File: src/rtl/dblscan_pkg.sv
package dblscan_pkg;
  // Convert an "asserted" condition into the pin level for the chosen polarity.
  function automatic logic sync_level(input logic asserted, input bit act_low);
    return act_low ? ~asserted : asserted;
  endfunction
endpackage

File: src/rtl/dbs_hcount.sv
module dbs_hcount #(
  parameter int H_TOTAL = 416,
  parameter int CW      = 9
) (
  input  logic          clk,
  input  logic          rst,
  output logic [CW-1:0] col_q,
  output logic [CW-1:0] col_n,
  output logic          line_last
);
  assign line_last = (col_q == CW'(H_TOTAL - 1));

  always_comb begin
    if (rst)            col_n = '0;
    else if (line_last) col_n = '0;
    else                col_n = col_q + 1'b1;
  end

  always_ff @(posedge clk) col_q <= col_n;
endmodule

File: src/rtl/dbs_vcount.sv
module dbs_vcount #(
  parameter int V_TOTAL = 222,
  parameter int RW      = 8
) (
  input  logic          clk,
  input  logic          rst,
  input  logic          line_last,
  output logic          scan_q,
  output logic [RW-1:0] row_q,
  output logic          scan_n,
  output logic [RW-1:0] row_n
);
  logic row_last;
  assign row_last = (row_q == RW'(V_TOTAL - 1));

  always_comb begin
    scan_n = scan_q;
    row_n  = row_q;
    if (rst) begin
      scan_n = 1'b0;
      row_n  = '0;
    end else if (line_last) begin
      scan_n = ~scan_q;
      if (scan_q) row_n = row_last ? '0 : row_q + 1'b1;
    end
  end

  always_ff @(posedge clk) begin
    scan_q <= scan_n;
    row_q  <= row_n;
  end
endmodule

File: src/rtl/dbs_decode.sv
module dbs_decode
  import dblscan_pkg::*;
#(
  parameter int H_ACTIVE = 320,
  parameter int H_SYNC_B = 336,
  parameter int H_SYNC_E = 368,
  parameter int H_TOTAL  = 416,
  parameter int V_ACTIVE = 200,
  parameter int V_SYNC_B = 200,
  parameter int V_SYNC_E = 202,
  parameter int V_TOTAL  = 222,
  parameter int CW       = 9,
  parameter int RW       = 8,
  parameter bit ACT_LOW  = 1'b1
) (
  input  logic          clk,
  input  logic [CW-1:0] col_n,
  input  logic [RW-1:0] row_n,
  input  logic          scan_n,
  output logic          hsync,
  output logic          vsync,
  output logic          de,
  output logic          frame_end
);
  logic h_on, v_on, de_n, fe_n;

  always_comb begin
    h_on = (col_n >= CW'(H_SYNC_B)) && (col_n < CW'(H_SYNC_E));
    v_on = (row_n >= RW'(V_SYNC_B)) && (row_n < RW'(V_SYNC_E));
    de_n = (col_n < CW'(H_ACTIVE)) && (row_n < RW'(V_ACTIVE));
    fe_n = (col_n == CW'(H_TOTAL - 1)) && (row_n == RW'(V_TOTAL - 1)) && scan_n;
  end

  always_ff @(posedge clk) begin
    hsync     <= sync_level(h_on, ACT_LOW);
    vsync     <= sync_level(v_on, ACT_LOW);
    de        <= de_n;
    frame_end <= fe_n;
  end
endmodule

File: src/rtl/dblscan_timing.sv
module dblscan_timing #(
  parameter int H_ACTIVE     = 320,
  parameter int H_FRONT      = 16,
  parameter int H_SYNC       = 32,
  parameter int H_BACK       = 48,
  parameter int V_ACTIVE     = 200,
  parameter int V_FRONT      = 0,
  parameter int V_SYNC       = 2,
  parameter int V_BACK       = 20,
  parameter bit SYNC_ACT_LOW = 1'b1,
  localparam int H_TOTAL = H_ACTIVE + H_FRONT + H_SYNC + H_BACK,
  localparam int V_TOTAL = V_ACTIVE + V_FRONT + V_SYNC + V_BACK,
  localparam int CW      = $clog2(H_TOTAL),
  localparam int RW      = $clog2(V_TOTAL)
) (
  input  logic          clk,
  input  logic          rst,
  output logic          hsync,
  output logic          vsync,
  output logic          de,
  output logic [CW-1:0] col,
  output logic [RW-1:0] row,
  output logic          rescan,
  output logic          frame_end
);
  localparam int H_SYNC_B = H_ACTIVE + H_FRONT;
  localparam int H_SYNC_E = H_SYNC_B + H_SYNC;
  localparam int V_SYNC_B = V_ACTIVE + V_FRONT;
  localparam int V_SYNC_E = V_SYNC_B + V_SYNC;

  logic [CW-1:0] col_n;
  logic [RW-1:0] row_n;
  logic          scan_n, line_last;

  dbs_hcount #(.H_TOTAL(H_TOTAL), .CW(CW)) u_h (
    .clk(clk), .rst(rst), .col_q(col), .col_n(col_n), .line_last(line_last)
  );

  dbs_vcount #(.V_TOTAL(V_TOTAL), .RW(RW)) u_v (
    .clk(clk), .rst(rst), .line_last(line_last),
    .scan_q(rescan), .row_q(row), .scan_n(scan_n), .row_n(row_n)
  );

  dbs_decode #(
    .H_ACTIVE(H_ACTIVE), .H_SYNC_B(H_SYNC_B), .H_SYNC_E(H_SYNC_E), .H_TOTAL(H_TOTAL),
    .V_ACTIVE(V_ACTIVE), .V_SYNC_B(V_SYNC_B), .V_SYNC_E(V_SYNC_E), .V_TOTAL(V_TOTAL),
    .CW(CW), .RW(RW), .ACT_LOW(SYNC_ACT_LOW)
  ) u_d (
    .clk(clk), .col_n(col_n), .row_n(row_n), .scan_n(scan_n),
    .hsync(hsync), .vsync(vsync), .de(de), .frame_end(frame_end)
  );
endmodule

File: config.mk
export PLATFORM = sky130hd
export DESIGN_NAME = dblscan_timing
export DESIGN_NICKNAME = d
export VERILOG_FILES = /design/src/rtl/dblscan_pkg.sv /design/src/rtl/dbs_hcount.sv /design/src/rtl/dbs_vcount.sv /design/src/rtl/dbs_decode.sv /design/src/rtl/dblscan_timing.sv
export SDC_FILE = /design/constraint.sdc
export NUM_CORES = 1
export LEC_CHECK = 0
export BUFFER_PORTS_ARGS = -buffer_cell sky130_fd_sc_hd__buf_2
export CAP_MARGIN = 20
export CORE_MARGIN = 10
export CORE_UTILIZATION = 48
export DETAILED_ROUTE_END_ITERATION = 16
export GPL_ROUTABILITY_DRIVEN = 0
export PLACE_DENSITY = 0.74
export SETUP_SLACK_MARGIN = 0.15
export SLEW_MARGIN = 0
export SYNTH_ARGS = -nofsm -noshare
export SYNTH_HDL_FRONTEND = slang
export SYNTH_SLANG_ARGS = --single-unit
File: constraint.sdc
create_clock -name clk -period 2.1 [get_ports clk]
set_clock_uncertainty 0.2 [all_clocks]
set_input_delay 0.42 -clock clk [delete_from_list [all_inputs] [get_ports clk]]
set_output_delay 0.42 -clock clk [all_outputs]
set_load 0.1 [all_outputs]
==> flow_summary.json <==
{
  "run_status": "finished with violations",
  "failed_checks": "negative setup slack",
  "cts_hold_buffers": 0,
  "synthTopCellsByArea": "dfxtp_1 37%, nand3_1 5.5%, nand2_1 5.1%",
  "place_ws_ns": -0.1349,
  "number_of_antenna_cells_inserted": 0,
  "critPathMaxFanout": 4,
  "timing.setup.critical_path_class": "reg2reg",
  "number_of_clock_sinks": 22,
  "holdCritPathClass": "in2reg",
  "synth_xor_area_frac": 0.05196,
  "h-tree-depth": 1,
  "place_inst": 215,
  "yosys_warnings": 0,
  "drt-total-wl_um": 3666,
  "cts_tree": "yes",
  "critical_path_arrival_ns": 2.21,
  "viasPerCell": 5.756,
  "initial_drt_pass_iterations": 4,
  "maximum_number_of_pins_on_one_net_before_global_route_repair": 14,
  "total_power_mw": 0.7872,
  "synth_adder_area_share": 0.03181,
  "initial_core_util": 0.5184,
  "grt_pass1_wl_um": 6154,
  "synth_compound_gate_area_share": 0.1304,
  "die_x_um": 69.58,
  "initial_antenna_violation_count": 0,
  "port_buffer_cells": 23,
  "syn_area_per_cell_sq_um": 8.194,
  "grt_overflow_total": 0,
  "synth_largest_area_cell": "dfxtp_1",
  "setup_violations": 1,
  "boundaryPins": 24,
  "synth.yosys.seq_area_share": 0.3733,
  "finalHoldViolations": 0,
  "power.static_leakage_nw": 0.7694,
  "cap_viol_max_count": 0,
  "syn-num-nets": 149,
  "cp_data_required_time_ns": 2.12,
  "first_iter_violations": 79,
  "postSynth.asyncResetShare": 0,
  "use_met1": 0.1973,
  "synth.ff_latch_count": 22,
  "synth_top_family_by_area": "simple AND/OR/NAND/NOR gates",
  "fin_crit_ns": 2.185,
  "startpoint_type": "flip-flop",
  "power_share_of_the_combinational_group": 0.107,
  "synthesis.area_sq_mm": 0.001180,
  "power.density_cell_area_mw_per_mm2": 447.8,
  "ant_nets": 0,
  "post_route_drc_violation_count": 0,
  "setup_ws_ns": -0.08460,
  "endpoint_kind": "flip-flop",
  "report.final.slew_viol_count": 0,
  "grt_use_met2": 0.2308,
  "clockRootBuffer": "clkbuf_4",
  "busiest_layer": "met2",
  "ctsLongestPathBuffers": 2,
  "post_synth_and_or_nand_nor_area_fraction": 0.3446,
  "setup_repair_after_global_routing_missed_its_margin": "yes",
  "fp.dieArea_sq_mm": 0.004841,
  "max_slew.worst_pin.slew_ns": 0.4952,
  "max_slew_margin": 0.6722,
  "clkTransAtPathRegs_ns": 0.14,
  "clk-insertion-delay-late_ns": 0.33,
  "yosysTopAreaCellShare": 0.3733,
  "p_sw_frac": 0.2594,
  "hpwlAfterDp_um": 2631,
  "finalCritPeriodShare": 1.040,
  "synthCells": 144,
  "power.ir.vdd_worst_v": 0.0005212,
  "grtUsageTotal": 0.1476,
  "core.rowCount": 17,
  "synth_mux_area_frac": 0.01697,
  "synth-edff-count": 0,
  "global_route.usage.met3": 0.04422,
  "synth.distinct_cells": 41,
  "final-instance-count-excl-fill": 225,
  "chip_height_um": 69.58,
  "core_area_sq_mm": 0.002276,
  "dr_total_vias": 1295,
  "final_layout_size_suffix_gt1_frac": 0.5127,
  "power_frac_seq": 0.530,
  "switchingPower_mw": 0.2042,
  "maxClockFrequency_mhz": 457.8,
  "ys_dominant_reg_cell": "dfxtp_1",
  "grt_pass1_vias": 1264,
  "power.internal_mw": 0.5830,
  "pwr-share-clk": 0.363,
  "tritoncts.num_buffers": 3,
  "finalNetCount": 203,
  "layout-area-overhead-vs-synth_pct": 48.99,
  "drt-wirelength-per-cell_um": 16.29
}
-- path summary, 6_finish.rpt --
| check | endpoint | from | slack, ns | depth (start not counted) |
|---|---|---|---|---|
| min | u_v.row_q[6] | rst | 0.21 | 3 |
| min reg2reg | u_v.row_q[7] | u_v.row_q[7] | 0.33 | 2 |
| max | u_d.vsync | u_v.row_q[0] | -0.08 | 7 |
| max reg2reg | u_d.vsync | u_v.row_q[0] | -0.08 | 7 |
-- layout make-up --
cell class / instances / area, sq um
Inverter: 10 / 37.54
Timing Repair Buffer: 53 / 354.1
Sequential cell: 22 / 488.0
Multi-Input combinational cell: 108 / 795.8
Clock buffer: 4 / 47.55
Tap cell: 28 / 35.03
Fill cell: 150 / 518.0
-- cells by family (layout without fill, tap and decap cells) --
kind of cell / Yosys count / after routing
flops: 22 / 22
simple gates: 73 / 73
buf+inv: 14 / 67
fa+ha+maj: 3 / 3
xor+xnor: 7 / 7
compound gates: 23 / 23
mux: 2 / 2
-- power groups by stage --
stage          Sequential, mW  Combinational [mW]  Clock, mW
6_report                0.417              0.0839      0.286
5_1_grt                 0.419              0.0899      0.305
4_1_cts                 0.417              0.0803      0.291
3_5_place_dp            0.427              0.0804          0
3_3_place_gp            0.426              0.0787          0
2_1_floorplan           0.466              0.0167          0
-- metal layers --
metal  vias to the layer above  part of all wire
met5                         -                 0
met4                         0             0.015
met3                         7             0.082
met2                        61              0.46
met1                       611              0.44
li1                        616                 -
-- metrics by stage --
step / hold WS [ns] / cell area, sq um / util / TNS, ns
5_1_grt: 0.2197 / 1758 / 0.7724 / -0.2439
4_1_cts: 0.2164 / 1694 / 0.7444 / -0.05835
3_3_place_gp: 0.3001 / 1569 / 0.6894 / -0.05202
2_1_floorplan: 0.3957 / 1262 / - / -0.3317
6_report: 0.2065 / 1758 / 0.7724 / -0.08460
3_5_place_dp: 0.3084 / 1569 / 0.6894 / -0.1349
-- cell usage in the layout (no fill, tap or decap), types with 5 or more instances in the layout --
master / n
dfxtp_2: 8
inv_1: 8
dfxtp_4: 10
nand2_1: 16
buf_2: 22
nor2_1: 15
a21oi_1: 5
buf_4: 27
nand3_1: 12
-- sequential cells by signal (all words and copies together) (netlist names) --
name and cells:
u_v.scan_q 1, u_d.frame_end 1, u_d.hsync 1, u_d.vsync 1
u_v.row_q 8, u_d.de 1, u_h.col_q 9
-- cells in the mapped netlist, types with 2 or more instances --
| cell | count |
|---|---|
| dfxtp_1 | 22 |
| nand2_1 | 16 |
| nor2_1 | 15 |
| nand3_1 | 13 |
| inv_1 | 10 |
| a21oi_1 | 9 |
| nand4b_1 | 4 |
| o21ai_0 | 4 |
| xor2_1 | 4 |
| and3_1 | 3 |
| clkbuf_1 | 3 |
| ha_1 | 3 |
| xnor2_1 | 3 |
| and2_1 | 2 |
| and4_1 | 2 |
| mux2i_1 | 2 |
| nand2b_1 | 2 |
| nand4_1 | 2 |
| nor2b_1 | 2 |
| nor4_1 | 2 |
-- worst max-delay path, stage by stage, from the launching register on --
cell      delay (ns)
dfxtp_4         0.40
buf_4           0.14
nand3_1         0.10
nor4_2          0.34
mux2i_1         0.28
nand2_1         0.09
a211oi_2        0.17
or3b_1          0.38
-- repair_timing --
| action | in CTS | in global routing |
|---|---|---|
| gates resized for setup | 13 | 10 |
| endpoints found under the setup margin | 3 | 7 |
| setup buffers | 3 | 3 |
| cloned | 0 | 0 |
| pin swaps | 3 | 5 |
Note: power is estimated with default switching activity, not from simulation.
